==> src/rtl/i2civ_pkg.sv <==
package i2civ_pkg;
  localparam int EVT_N    = 7;
  localparam int CODE_W   = $clog2(EVT_N + 1);
  localparam int REG_W    = 16;
  localparam int ADDR_W   = 2;
  localparam int RXF_BIT  = 11;
  localparam int BUSY_BIT = 12;
  // flags that a status write may clear: access ready, receive ready, stop
  localparam logic [EVT_N-1:0] W1C_EVT = 7'b010_1100;

  typedef enum logic [ADDR_W-1:0] {
    SEL_MASK = 2'd0,
    SEL_STAT = 2'd1,
    SEL_VEC  = 2'd2
  } reg_sel_e;
endpackage

==> src/rtl/i2civ_flags.sv <==
module i2civ_flags
  import i2civ_pkg::*;
(
  input  logic             clk_i,
  input  logic             rst_ni,
  input  logic [EVT_N-1:0] set_i,
  input  logic [EVT_N-1:0] clr_i,
  output logic [EVT_N-1:0] flags_o
);
  // a new event wins over a simultaneous clear
  always_ff @(posedge clk_i or negedge rst_ni) begin
    if (!rst_ni) flags_o <= '0;
    else         flags_o <= (flags_o & ~clr_i) | set_i;
  end
endmodule

==> src/rtl/i2civ_prio.sv <==
module i2civ_prio
  import i2civ_pkg::*;
(
  input  logic [EVT_N-1:0]  pend_i,
  output logic [CODE_W-1:0] code_o
);
  logic [EVT_N-1:0] hit;

  // hit[g]: pend[g] set and nothing of higher priority pending
  for (genvar g = 0; g < EVT_N; g++) begin : g_hit
    if (g == 0) begin : g_first
      assign hit[g] = pend_i[g];
    end else begin : g_rest
      assign hit[g] = pend_i[g] & ~|pend_i[g-1:0];
    end
  end

  always_comb begin
    code_o = '0;
    for (int i = 0; i < EVT_N; i++)
      if (hit[i]) code_o = code_o | CODE_W'(i + 1);
  end
endmodule

==> src/rtl/i2civ_regif.sv <==
module i2civ_regif
  import i2civ_pkg::*;
(
  input  logic              clk_i,
  input  logic              rst_ni,
  input  logic              req_i,
  input  logic              we_i,
  input  logic [ADDR_W-1:0] addr_i,
  input  logic [REG_W-1:0]  wdata_i,
  input  logic [EVT_N-1:0]  flags_i,
  input  logic [CODE_W-1:0] code_i,
  input  logic              rx_full_i,
  input  logic              bus_busy_i,
  output logic [EVT_N-1:0]  mask_o,
  output logic [EVT_N-1:0]  clr_o,
  output logic [REG_W-1:0]  rdata_o
);
  logic             wr, rd;
  logic [REG_W-1:0] stat_view, rd_mux;

  assign wr = req_i & we_i;
  assign rd = req_i & ~we_i;

  always_ff @(posedge clk_i or negedge rst_ni) begin
    if (!rst_ni)                     mask_o <= '0;
    else if (wr && addr_i == SEL_MASK) mask_o <= wdata_i[EVT_N-1:0];
  end

  always_comb begin
    stat_view              = '0;
    stat_view[EVT_N-1:0]   = flags_i;
    stat_view[RXF_BIT]     = rx_full_i;
    stat_view[BUSY_BIT]    = bus_busy_i;
  end

  always_comb begin
    unique case (addr_i)
      SEL_MASK: rd_mux = REG_W'(mask_o);
      SEL_STAT: rd_mux = stat_view;
      SEL_VEC:  rd_mux = REG_W'(code_i);
      default:  rd_mux = '0;
    endcase
  end

  always_ff @(posedge clk_i or negedge rst_ni) begin
    if (!rst_ni) rdata_o <= '0;
    else if (rd) rdata_o <= rd_mux;
  end

  // clear sources: status write-one-to-clear, vector read retires reported flag
  always_comb begin
    clr_o = '0;
    if (wr && addr_i == SEL_STAT)
      clr_o = wdata_i[EVT_N-1:0] & W1C_EVT;
    else if (rd && addr_i == SEL_VEC && code_i != '0)
      clr_o = EVT_N'(1) << (code_i - CODE_W'(1));
  end
endmodule

==> src/rtl/i2civ_top.sv <==
module i2civ_top
  import i2civ_pkg::*;
(
  input  logic              clk_i,
  input  logic              rst_ni,
  input  logic              req_i,
  input  logic              we_i,
  input  logic [ADDR_W-1:0] addr_i,
  input  logic [REG_W-1:0]  wdata_i,
  input  logic [EVT_N-1:0]  evt_i,
  input  logic              rx_full_i,
  input  logic              bus_busy_i,
  output logic [REG_W-1:0]  rdata_o,
  output logic              irq_o
);
  logic [EVT_N-1:0]  flags_q, mask_q, clr, pend;
  logic [CODE_W-1:0] code;

  i2civ_flags u_flags (
    .clk_i   (clk_i),
    .rst_ni  (rst_ni),
    .set_i   (evt_i),
    .clr_i   (clr),
    .flags_o (flags_q)
  );

  assign pend  = flags_q & mask_q;
  assign irq_o = |pend;

  i2civ_prio u_prio (
    .pend_i (pend),
    .code_o (code)
  );

  i2civ_regif u_regif (
    .clk_i      (clk_i),
    .rst_ni     (rst_ni),
    .req_i      (req_i),
    .we_i       (we_i),
    .addr_i     (addr_i),
    .wdata_i    (wdata_i),
    .flags_i    (flags_q),
    .code_i     (code),
    .rx_full_i  (rx_full_i),
    .bus_busy_i (bus_busy_i),
    .mask_o     (mask_q),
    .clr_o      (clr),
    .rdata_o    (rdata_o)
  );
endmodule

==> config.mk <==
export PLATFORM = sky130hd
export DESIGN_NAME = i2civ_top
export DESIGN_NICKNAME = d
export VERILOG_FILES = /design/src/rtl/i2civ_pkg.sv /design/src/rtl/i2civ_flags.sv /design/src/rtl/i2civ_prio.sv /design/src/rtl/i2civ_regif.sv /design/src/rtl/i2civ_top.sv
export SDC_FILE = /design/constraint.sdc
export NUM_CORES = 1
export LEC_CHECK = 0
export BUFFER_PORTS_ARGS = -buffer_cell sky130_fd_sc_hd__buf_2
export CAP_MARGIN = 10
export CELL_PAD_IN_SITES_DETAIL_PLACEMENT = 0
export CELL_PAD_IN_SITES_GLOBAL_PLACEMENT = 1
export CORE_MARGIN = 2
export CORE_UTILIZATION = 32
export CTS_CLUSTER_DIAMETER = 30
export DETAILED_ROUTE_END_ITERATION = 8
export PLACE_DENSITY = 0.85
export SYNTH_ARGS = -nofsm -noshare
export SYNTH_HDL_FRONTEND = slang
export SYNTH_SLANG_ARGS = --single-unit
==> constraint.sdc <==
create_clock -name clk_i -period 2.5 [get_ports clk_i]
set_input_delay 0.5 -clock clk_i [delete_from_list [all_inputs] [get_ports clk_i]]
set_output_delay 0.5 -clock clk_i [all_outputs]
set_load 0.05 [all_outputs]
# Word level (Yosys, flattened, before mapping)
# Index checks and enable logic that the tools add are counted.
# word_totals
reg_bits	30
in_bits	31
word_cells	48
# classes
n_addsub	1
eq_ne	2
shift	1
n_mux	10
bitwise	13
reduce_logical	18
# op_table
cell	n
13-bit case mux with 3 select lines	1
7-bit AND	2
7-bit 2-to-1 mux	2
3-bit 2-to-1 mux	4
1-bit AND	8
7-bit NOT	1
7-bit bitwise OR	1
7-bit OR reduction	1
1-bit by 3-bit << shifter with 7-bit output, first input constant	1
1-bit logical NOT	6
6-bit OR reduction	1
5-bit OR reduction	1
1-bit logical AND	4
2-bit 2-to-1 mux	2
4-bit OR reduction	1
3-bit nonzero test	1
3-bit OR reduction	1
3-bit by 1-bit subtractor with 3-bit output, second input constant	1
2-bit by 1-bit equality test with 1-bit output, second input constant	1
2-bit equality test, second input constant	1
2-bit logical NOT	1
2-bit OR reduction	1
1-bit 2-to-1 mux	1
1-bit NOT	1

# Depth between registers and ports, before layout
# Gate-level depths: netlist (run 1).
# logic_depth
depth_word	16
ltp_mapped	8

# Modules after synthesis
# A second synthesis (run 1) with hierarchy kept.
# hier_totals
hier_cells	129
area_unflattened_um2	1302.5
# by_module_without_submodules
mod	n_inst	cells_each	area_each_um2	seq_area_each_um2
i2civ_regif	1	87	913.4	400.4
i2civ_flags	1	21	254.0	175.2
i2civ_top	1	10	73.8	0.0
i2civ_prio	1	11	61.3	0.0

# Least setup slack after synthesis (run 1)
# No wires, ideal clock.
# synth_timing
path_type	register to register
start	register u_regif.mask_o[0]
end	register u_flags.flags_o[6]
setup_ps	143
arrival_time_ps	2204
path_slack_ps	153
stages_incl_launch_ff	9
path_buffers	1
period_less_slack_ps	2347
path_cell_list	dfrtp_1 > and2_1 > clkbuf_1 > a221o_2 > a21oi_1 > ha_1 > or4_1 > nor3_1 > a31oi_1
# synth_via
elab_chain_len	16
word_cells_on_any_way	34
classes_between	1 x add/sub; 1 x shift; 9 x mux; 10 x bitwise; 13 x reduce/logical
# synth_rtl
item	line	rtl
start: declaration	i2civ_regif.sv:14	output logic [EVT_N-1:0] mask_o,
start signal: assignment	i2civ_regif.sv:26	else if (wr && addr_i == SEL_MASK) mask_o <= wdata_i[EVT_N-1:0];
7-bit AND *	i2civ_top.sv:27	assign pend = flags_q & mask_q;
2-bit OR reduction / 1-bit logical NOT (equally long branches)	i2civ_prio.sv:14	assign hit[g] = pend_i[g] & ~|pend_i[g-1:0];
1-bit logical NOT / 1-bit AND (equally long branches)	i2civ_prio.sv:14	
1-bit AND / 2-bit 2-to-1 mux (equally long branches)	i2civ_prio.sv:14, i2civ_prio.sv:21	
2-bit 2-to-1 mux	i2civ_prio.sv:21	if (hit[i]) code_o = code_o | CODE_W'(i + 1);
3-bit 2-to-1 mux (3 in a row)	i2civ_prio.sv:21	
3-bit 2-to-1 mux *	i2civ_prio.sv:21	
3-bit by 1-bit subtractor with 3-bit output / 3-bit nonzero test (equally long branches)	i2civ_regif.sv:56, i2civ_regif.sv:55	
1-bit by 3-bit << shifter with 7-bit output / 1-bit logical AND (equally long branches)	i2civ_regif.sv:56, i2civ_regif.sv:55	
7-bit 2-to-1 mux *	i2civ_regif.sv:55	else if (rd && addr_i == SEL_VEC && code_i != '0)
7-bit 2-to-1 mux *	i2civ_regif.sv:53	if (wr && addr_i == SEL_STAT)
7-bit NOT *	i2civ_flags.sv:13	else flags_o <= (flags_o & ~clr_i) | set_i;
7-bit AND *	i2civ_flags.sv:13	
7-bit bitwise OR *	i2civ_flags.sv:13	
end signal: assignment	i2civ_flags.sv:13	
end: declaration	i2civ_flags.sv:8	output logic [EVT_N-1:0] flags_o
# Mark *: on every way between the ends. The rest lies on a longest branch, timed or not.
# A chain may end at the register's enable or synchronous reset.

# Worst setup path after layout (run 1)
# layout_timing
start	register u_regif.mask_o[4]
end	register u_flags.flags_o[4]
# layout_via
elab_chain_len	13
word_cells_on_any_way	20
classes_between	1 x add/sub; 1 x shift; 5 x mux; 7 x bitwise; 6 x reduce/logical
# layout_rtl
item	line
7-bit AND *	i2civ_top.sv:27
5-bit OR reduction	i2civ_prio.sv:14
1-bit logical NOT	i2civ_prio.sv:14
1-bit AND	i2civ_prio.sv:14
3-bit 2-to-1 mux	i2civ_prio.sv:21
3-bit 2-to-1 mux *	i2civ_prio.sv:21
3-bit by 1-bit subtractor with 3-bit output / 3-bit nonzero test (equally long branches)	i2civ_regif.sv:56, i2civ_regif.sv:55
1-bit by 3-bit << shifter with 7-bit output / 1-bit logical AND (equally long branches)	i2civ_regif.sv:56, i2civ_regif.sv:55
7-bit 2-to-1 mux *	i2civ_regif.sv:55
7-bit 2-to-1 mux *	i2civ_regif.sv:53
7-bit NOT *	i2civ_flags.sv:13
7-bit AND *	i2civ_flags.sv:13
7-bit bitwise OR *	i2civ_flags.sv:13
# Marked as above.

==> metrics.csv, run 1 <==
metric,value,unit
status,"complete, no violations",
Rel. slew slack,58.2,%
Setup crit end kind,flop,
fin. max-slew vios,0,
Final Skew,0.00483,ns
placed cells,203,
"worst slack, placed",0.0165,ns
"Seq/Total Area, Yosys",46.0,%
fin nets,193,
"Slowest-stage cell, CP",or4_4,
core footprint,0.00372,sq mm
Bufs on Longest Clock Path,2,
hold_buf cts,0,
final core utilization,41.6,%
ant diodes,0,
CTS tree,yes,
cell count after synthesis,121,
post-layout min period,2.42,ns
Post-Syn Area,0.00125,sq mm
DRT iter0 DRCs,92,
crit-path cells,and2_2 -> a221o_2 -> a21oi_4 -> ha_1 -> or4_4 -> o21ai_0 -> nand2b_1,
dpl hpwl,2270,um
required time of the worst setup path,2.65,ns
die area,0.00442,sq mm
die width,66.5,um
pwr dens,725,mW/mm^2
Ports,48,
Top delay family on crit path,simple AND/OR/NAND/NOR gates,
first-pass GRT wire length,4890,um
input/output buffers,31,
RSZ-0062 raised after global routing,no,
worst slew pin tran,0.623,ns
synth-to-layout area growth,23.8,%
num rows,22,
Critical path buffers and inverters,0,
Final period util,96.8,%
Final Non-Filler Cells,208,
final setup violation count,0,
Synth warnings,0,
CP max FO,5,
share of cells above drive strength 1,36.9,%
number of global-route vias before repair,1059,
GRT Residual Overflow,0,
Max Cap Violations,0,
initial core utilization,33.6,%
syn_area_per_cell,10.3,sq um
number of CTS-inserted buffers,3,
routed via count,1088,
critical path class,reg2reg,
"slowest stage delay, CP",0.57,ns
synth unique cells,35,
setup TNS,0,ns
largest net degree at the start of global routing,24,
WP data arrival,2.57,ns
Setup WS post-layout,0.0806,ns
Max Clock Freq,413,MHz
"Hold Vio Cnt, Final",0,
clock sink total,23,
DRC errors left,0,
Detailed Routing Iterations Pass 1,5,
maximum vdd ir drop,208,uV
WL/cell,14.4,um
Vias per Instance,5.23,
Placer Congestion,0.894,
clk_lat worst skew,0.27,ns
total track usage,15.0,%
CTS root buf,clkbuf_8,
clock-pin slew on the worst setup and hold paths,0.08,ns
initial antenna violation count,0,
Chip Height,66.5,um
Routed Antenna Nets,0,
Startpoint Class,flop,
Leak,0.711,nW
Fillers,370,
"FF+latch count, synth",23,
CTS H-Tree Depth,1,
final wirelength,3010,um
hold crit path type,in2async,
## layout by cell type, fill, tap and decap left out, types with 4 or more instances in the layout
cell and instances:
a21oi_1 5, mux2_2 7, buf_2 31, a31oi_1 5, mux2i_1 7, buf_4 8
nor2_1 5, conb_1 7, o21ai_0 8, dfrtp_1 23, nand2b_1 4, nand2_1 14
## through the flow
step           hold slack (ns)  instance area (sq um)  power [mW]
3_3_place_gp             0.456                   1480       0.864
4_1_cts                  0.209                   1520        1.11
5_1_grt                  0.232                   1550        1.19
3_5_place_dp             0.472                   1480       0.876
6_report                 0.194                   1550        1.12
2_1_floorplan            0.204                   1270       0.750
## sequential cells by signal, indices dropped and copies added (netlist names)
register and cells:
u_regif.mask_o 7, u_regif.rdata_o 9, u_flags.flags_o 7
## repair_timing
action | 4_1_cts | 5_1_grt
pin swaps | 0 | 1
cloned | 0 | 0
resized for setup | 1 | 4
buffers inserted | 0 | 1
setup endpoints to repair | 3 | 3
## cell type report
cell class / count / area [sq um] / area share, %
clock buffers: 4 / 45.0 / 2.91
multi-input cells: 94 / 652 / 42.1
flip-flops and latches: 23 / 576 / 37.2
well taps: 48 / 60.1 / 3.88
repair buffers: 39 / 215 / 13.9
## where the power goes
| group | internal [mW] | leakage [nW] | switching (mW) |
|---|---|---|---|
| sequential | 0.421 | 0.262 | 0.0461 |
| combinational | 0.166 | 0.426 | 0.261 |
| clock | 0.114 | 0.0228 | 0.115 |
## routing by layer
layer,GRT usage [%],wire length (um),vias to the layer above
li1,-,-,511
met1,18.0,1270,524
met2,25.0,1470,46
met3,2.87,196,7
met4,8.16,73,0
met5,0,0,-
## worst paths after layout
kind	to	startpoint	cells past startpoint	slack (ns)
min	u_regif.rdata_o[1]$_DFFE_PN0P_	rst_ni	1	0.19
min reg2reg	u_regif.rdata_o[1]$_DFFE_PN0P_	u_regif.rdata_o[1]$_DFFE_PN0P_	2	0.48
min in group clk_i	u_flags.flags_o[4]$_DFF_PN0_	evt_i[4]	2	0.43
max	u_flags.flags_o[4]$_DFF_PN0_	u_regif.mask_o[4]$_DFFE_PN0P_	7	0.08
max reg2reg	u_flags.flags_o[4]$_DFF_PN0_	u_regif.mask_o[4]$_DFFE_PN0P_	7	0.08
max in group asynchronous	u_flags.flags_o[4]$_DFF_PN0_	rst_ni	1	1.96
## cells in the mapped netlist
cell / number / area share [%]
mux2i_1: 7 / 5.6
a21boi_4: 1 / 1.5
and2_1: 1 / 0.50
a22o_1: 2 / 1.4
o31ai_2: 1 / 1.0
or2_1: 1 / 0.50
or4_1: 1 / 0.60
a31oi_1: 5 / 2.5
buf_4: 7 / 4.2
and2_2: 1 / 0.60
a22oi_1: 2 / 1.2
and4b_1: 1 / 0.80
nand3_1: 2 / 0.80
nand2b_1: 4 / 2.0
o31ai_1: 1 / 0.60
nand2_1: 14 / 4.2
a222oi_1: 1 / 0.80
a21oi_1: 6 / 2.4
clkbuf_1: 2 / 0.60
o21ai_0: 9 / 3.6
dfrtp_1: 23 / 46
a2bb2oi_1: 2 / 1.4
nor3b_1: 1 / 0.60
ha_1: 1 / 1.0
or4b_4: 1 / 1.1
mux2_2: 7 / 6.3
a221o_2: 1 / 0.90
a21bo_1: 1 / 0.80
nor3_1: 4 / 1.6
nor3_2: 1 / 0.80
conb_1: 1 / 0.30
nand4_1: 2 / 1.0
nor2_1: 5 / 1.5
buf_2: 1 / 0.40
a22o_2: 1 / 0.80
## kinds of logic after synthesis
| family | after synthesis | share of synthesized area, % |
|---|---|---|
| AOI/OAI and AO/OA | 33 | 18.9 |
| adders and majority gates | 1 | 1.00 |
| buffers and inverters | 10 | 5.21 |
| DFF | 23 | 46.0 |
| muxes | 14 | 11.9 |
| other | 1 | 0.300 |
| and+or+nand+nor | 39 | 16.6 |
(Power assumes the default switching activity.)
==> run 2: changes to the inputs <==
--- a/config.mk
+++ b/config.mk
@@ -10,10 +10,10 @@
 export CELL_PAD_IN_SITES_DETAIL_PLACEMENT = 0
 export CELL_PAD_IN_SITES_GLOBAL_PLACEMENT = 1
 export CORE_MARGIN = 2
-export CORE_UTILIZATION = 32
+export CORE_UTILIZATION = 38
 export CTS_CLUSTER_DIAMETER = 30
 export DETAILED_ROUTE_END_ITERATION = 8
-export PLACE_DENSITY = 0.85
+export PLACE_DENSITY = 0.94
 export SYNTH_ARGS = -nofsm -noshare
 export SYNTH_HDL_FRONTEND = slang
 export SYNTH_SLANG_ARGS = --single-unit
==> constraint.sdc (replaced) <==
create_clock -name clk_i -period 2.9 [get_ports clk_i]
set_input_delay 0.58 -clock clk_i [delete_from_list [all_inputs] [get_ports clk_i]]
set_output_delay 0.58 -clock clk_i [all_outputs]
set_load 0.05 [all_outputs]
==> run 2 against run 1 <==
Via count decreased by 3.1%. Count of clock-buffer cells in the layout did not move. Non-clock buffer count down 7. First-iteration DRC count down 16%. Clock power is 32% lower. Largest cell class unchanged. Largest power group unchanged. Highest routed layer unchanged.
==> metrics.csv, run 2 (synthesis gave the netlist of run 1 again) <==
metric,value,unit
Final period util,90.3,%
DRT iter0 DRCs,77,
Placer Congestion,1.02,
number of global-route vias before repair,1078,
register area,576,sq um
RSZ-0062 raised after global routing,no,
Bufs on Longest Clock Path,2,
clock share of power,17.6,%
WL/cell,14.6,um
clock-pin slew on the worst setup and hold paths,0.13,ns
worst r2r path cells,7,
Detailed Routing Iterations Pass 1,4,
CTS tree,yes,
maximum vdd ir drop,177,uV
core footprint,0.00310,sq mm
num rows,20,
pwr dens,606,mW/mm^2
routed via count,1054,
fin. max-slew vios,0,
synth-to-layout area growth,16.1,%
DRC errors left,0,
GRT Residual Overflow,0,
post-layout min period,2.62,ns
"Hold Vio Cnt, Final",0,
Fillers,322,
Final Non-Filler Cells,197,
final wirelength,2890,um
worst slew pin tran,0.584,ns
CTS root buf,clkbuf_4,
clk_lat worst skew,0.32,ns
Net Sw Frac,39.8,%
total track usage,16.9,%
Final Skew,0.00653,ns
setup TNS,0,ns
Setup crit end kind,flop,
initial antenna violation count,0,
FF-to-FF setup slack,0.28,ns
placed cells,193,
"worst slack, placed",0.313,ns
share of power burned in registers,45.7,%
final setup violation count,0,
Vias per Instance,5.35,
"commonest non-fill, non-tap cells in the layout","buf_2, dfrtp_1, nand2_1, o21ai_0",
Rel. slew slack,60.9,%
Int Pwr,0.530,mW
"commonest non-fill, non-tap cell in the layout",buf_2,
reg-to-reg endpoint,u_flags.flags_o[5]$_DFF_PN0_,
dpl hpwl,2180,um
hold crit path type,in2async,
Multi-input gate area,632,sq um
Max Cap Violations,0,
fin nets,186,
worst r2r src,u_regif.mask_o[4]$_DFFE_PN0P_,
Setup Buffers After CTS,0,
input/output buffers,31,
first-pass GRT wire length,4730,um
clock sink total,23,
Largest Register,u_regif.rdata_o,
critical path endpoint,u_flags.flags_o[5]$_DFF_PN0_,
status,"complete, no violations",
hold_buf cts,0,
Routed Antenna Nets,0,
Max Clock Freq,382,MHz
Chip Height,61.4,um
die width,61.4,um
crit path launch,u_regif.mask_o[4]$_DFFE_PN0P_,
Top Registers,"u_regif.rdata_o (9), u_flags.flags_o (7), u_regif.mask_o (7)",
Largest register FFs,9,
critical path class,reg2reg,
initial core utilization,40.3,%
Post-CTS Resized,0,
largest net degree at the start of global routing,24,
WP data arrival,2.82,ns
Setup WS post-layout,0.281,ns
CP max FO,5,
ant diodes,0,
die area,0.00376,sq mm
Ports,48,
Leak,0.665,nW
Sw Pwr,0.350,mW
Startpoint Class,flop,
share of cells above drive strength 1,32.0,%
CTS H-Tree Depth,1,
required time of the worst setup path,3.10,ns
Gate power share,36.7,%
number of CTS-inserted buffers,3,
run 2: cell count changes in the layout (fill, tap and decap cells not counted):
cell      change
or4_1         +1
nor3_1        +1
clkbuf_4      +3
clkbuf_8      -3
nor3_2        -1
o21ai_0       +1
o21ai_1       -1
a21oi_4       -1
a21oi_1       +1
or4_4         -1
buf_4         -7
run 2: final cells by class:
class / count / area share [%]
repair buffers: 32 / 11.2
flip-flops and latches: 23 / 39.7
multi-input cells: 94 / 43.5
well taps: 44 / 3.79
clock buffers: 4 / 1.81
run 2: worst min-delay path by stage:
stage,start,end
after floorplan,rst_ni,u_flags.flags_o[0]$_DFF_PN0_
after global placement,u_regif.rdata_o[1]$_DFFE_PN0P_,u_regif.rdata_o[1]$_DFFE_PN0P_
after detailed placement,u_regif.rdata_o[3]$_DFFE_PN0P_,u_regif.rdata_o[3]$_DFFE_PN0P_
after CTS,rst_ni,u_regif.rdata_o[2]$_DFFE_PN0P_
after global routing,rst_ni,u_regif.rdata_o[4]$_DFFE_PN0P_
final,rst_ni,u_regif.rdata_o[4]$_DFFE_PN0P_
run 2: worst max-delay path: stages (launching register included):
cell and delay, ns:
dfrtp_1 0.45, a22o_2 0.29, o21ai_0 0.40, a21oi_1 0.13
ha_1 0.32, or4_1 0.61, nor3_1 0.18, a31oi_1 0.11
run 2: power by group through the flow:
stage          logic (mW)  clock network (mW)  registers [mW]
2_1_floorplan       0.183                   0           0.463
3_3_place_gp        0.310                   0           0.406
3_5_place_dp        0.319                   0           0.408
4_1_cts             0.321               0.153           0.401
5_1_grt             0.350               0.165           0.408
6_report            0.323               0.155           0.402
run 2: layer usage:
layer / vias up / part of all wire [%] / GRT usage, % / routed length (um)
li1: 499 / - / - / -
met1: 501 / 43 / 21.7 / 1250
met2: 41 / 49 / 29.2 / 1430
met3: 13 / 4.9 / 1.47 / 141
met4: 0 / 2.4 / 7.29 / 70
met5: - / 0 / 0 / 0
run 2: through the flow:
step | utilization [%] | instance area, sq um | hold slack, ns | total power [mW]
3_5_place_dp | 45.9 | 1430 | 0.475 | 0.727
5_1_grt | 46.8 | 1450 | 0.244 | 0.923
4_1_cts | 46.8 | 1450 | 0.227 | 0.875
3_3_place_gp | 45.9 | 1430 | 0.456 | 0.717
2_1_floorplan | - | 1270 | 0.284 | 0.646
6_report | 46.8 | 1450 | 0.210 | 0.879
==> run 3: changes to the inputs <==
--- a/config.mk
+++ b/config.mk
@@ -10,10 +10,12 @@
 export CELL_PAD_IN_SITES_DETAIL_PLACEMENT = 0
 export CELL_PAD_IN_SITES_GLOBAL_PLACEMENT = 1
 export CORE_MARGIN = 2
-export CORE_UTILIZATION = 38
+export CORE_UTILIZATION = 40
+export CTS_BUF_LIST = sky130_fd_sc_hd__clkbuf_4 sky130_fd_sc_hd__clkbuf_8
 export CTS_CLUSTER_DIAMETER = 30
 export DETAILED_ROUTE_END_ITERATION = 8
-export PLACE_DENSITY = 0.94
+export PLACE_DENSITY = 0.95
 export SYNTH_ARGS = -nofsm -noshare
 export SYNTH_HDL_FRONTEND = slang
 export SYNTH_SLANG_ARGS = --single-unit
+export TNS_END_PERCENT = 1
==> run 3 against run 2 <==
First-iteration DRC count fell by 30%. Hold slack improved by 0.0078 ns. Final area grew 0.17%. Sequential power about the same. Total power down 0.39%. Largest power group unchanged.
==> metrics.csv, run 3 (synthesis gave the netlist of run 1 again) <==
metric,value,unit
DRC errors left,0,
final setup violation count,0,
Chip Height,59.9,um
RSZ-0062 raised after global routing,no,
Vias per Instance,5.57,
Setup Buffers After CTS,0,
"worst slack, placed",0.342,ns
critical path class,reg2reg,
initial antenna violation count,0,
"Hold Vio Cnt, Final",0,
Bufs on Longest Clock Path,2,
WP data arrival,2.77,ns
required time of the worst setup path,3.09,ns
routed via count,1047,
Rel. slew slack,60.8,%
Ports,48,
initial core utilization,41.6,%
Sw Pwr,0.343,mW
WL/cell,14.4,um
GRT Residual Overflow,0,
CTS H-Tree Depth,1,
dpl hpwl,2120,um
clk_lat worst skew,0.30,ns
Top Registers,"u_regif.rdata_o (9), u_flags.flags_o (7), u_regif.mask_o (7)",
register area,576,sq um
total track usage,16.4,%
maximum vdd ir drop,164,uV
FF-to-FF setup slack,0.32,ns
CP max FO,7,
Setup WS post-layout,0.321,ns
clock sink total,23,
Gate power share,37.7,%
CTS root buf,clkbuf_4,
fin nets,188,
Max Clock Freq,388,MHz
post-layout min period,2.58,ns
share of power burned in registers,45.7,%
num rows,20,
Detailed Routing Iterations Pass 1,4,
largest net degree at the start of global routing,24,
Largest Register,u_regif.rdata_o,
Hold WS,0.218,ns
share of cells above drive strength 1,33.5,%
Placer Congestion,0.889,
first-pass GRT wire length,4280,um
hold crit path type,in2async,
Max Cap Violations,0,
Routed Antenna Nets,0,
DP Area,0.00143,sq mm
number of CTS-inserted buffers,3,
final wirelength,2700,um
synth-to-layout area growth,16.3,%
Largest register FFs,9,
Final Non-Filler Cells,188,
core footprint,0.00300,sq mm
Leak,0.677,nW
die area,0.00359,sq mm
Finished Cell Area,0.00145,sq mm
clock share of power,16.6,%
Multi-input gate area,632,sq um
"commonest non-fill, non-tap cells in the layout","buf_2, dfrtp_1, nand2_1, o21ai_0",
DRT iter0 DRCs,54,
total power,0.876,mW
Final Skew,0.00342,ns
final core utilization,48.4,%
die width,59.9,um
clock-pin slew on the worst setup and hold paths,0.12,ns
hold_buf cts,0,
Setup crit end kind,flop,
status,"complete, no violations",
Int Pwr,0.533,mW
Startpoint Class,flop,
input/output buffers,31,
fin. max-slew vios,0,
number of global-route vias before repair,907,
CTS tree,yes,
worst slew pin tran,0.585,ns
Net Sw Frac,39.2,%
"commonest non-fill, non-tap cell in the layout",buf_2,
setup TNS,0,ns
pwr dens,602,mW/mm^2
ant diodes,0,
placed cells,184,
Post-CTS Resized,0,
Final period util,88.9,%
Fillers,277,
run 3: area by class of cell:
| class | instances | area share (%) |
|---|---|---|
| clock buffer | 3 | 1.55 |
| clock inverter | 1 | 0.344 |
| multi-input combinational | 94 | 43.5 |
| sequential | 23 | 39.6 |
| tap | 33 | 2.84 |
| timing repair buffer | 34 | 12.2 |
run 3: power groups by stage:
| stage | clock network [mW] | logic (mW) | registers, mW |
|---|---|---|---|
| 6_report | 0.145 | 0.330 | 0.401 |
| 5_1_grt | 0.159 | 0.356 | 0.408 |
| 4_1_cts | 0.153 | 0.327 | 0.401 |
| 3_5_place_dp | 0 | 0.327 | 0.408 |
| 3_3_place_gp | 0 | 0.321 | 0.405 |
| 2_1_floorplan | 0 | 0.183 | 0.463 |
run 3: critical path, stage by stage (launching register included):
cell and delay [ns]:
dfrtp_1 0.43, and2_1 0.26, a221o_2 0.38, a21oi_1 0.25, ha_1 0.29, or4_1 0.59, nor3_1 0.17, a31oi_1 0.10
run 3: worst paths after layout:
kind,to,cells past startpoint,startpoint
worst max-delay path,u_flags.flags_o[5]$_DFF_PN0_,7,u_regif.mask_o[0]$_DFFE_PN0P_
worst min-delay path,u_regif.rdata_o[11]$_DFFE_PN0P_,1,rst_ni
worst max register to register,u_flags.flags_o[5]$_DFF_PN0_,7,u_regif.mask_o[0]$_DFFE_PN0P_
worst min register to register,u_regif.rdata_o[6]$_DFFE_PN0P_,2,u_regif.rdata_o[6]$_DFFE_PN0P_
max in group asynchronous,u_regif.mask_o[5]$_DFFE_PN0P_,1,rst_ni
min in group clk_i,u_flags.flags_o[4]$_DFF_PN0_,2,evt_i[4]
run 3: layer usage:
metal  wire length [um]  share of wire (%)  track usage (%)  vias to the layer above
li1                   -                  -                -                      504
met1               1210                 45             22.5                      514
met2               1360                 50             26.1                       27
met3                104                3.8             1.95                        2
met4                 27                1.0             6.67                        0
met5                  0                  0                0                        -
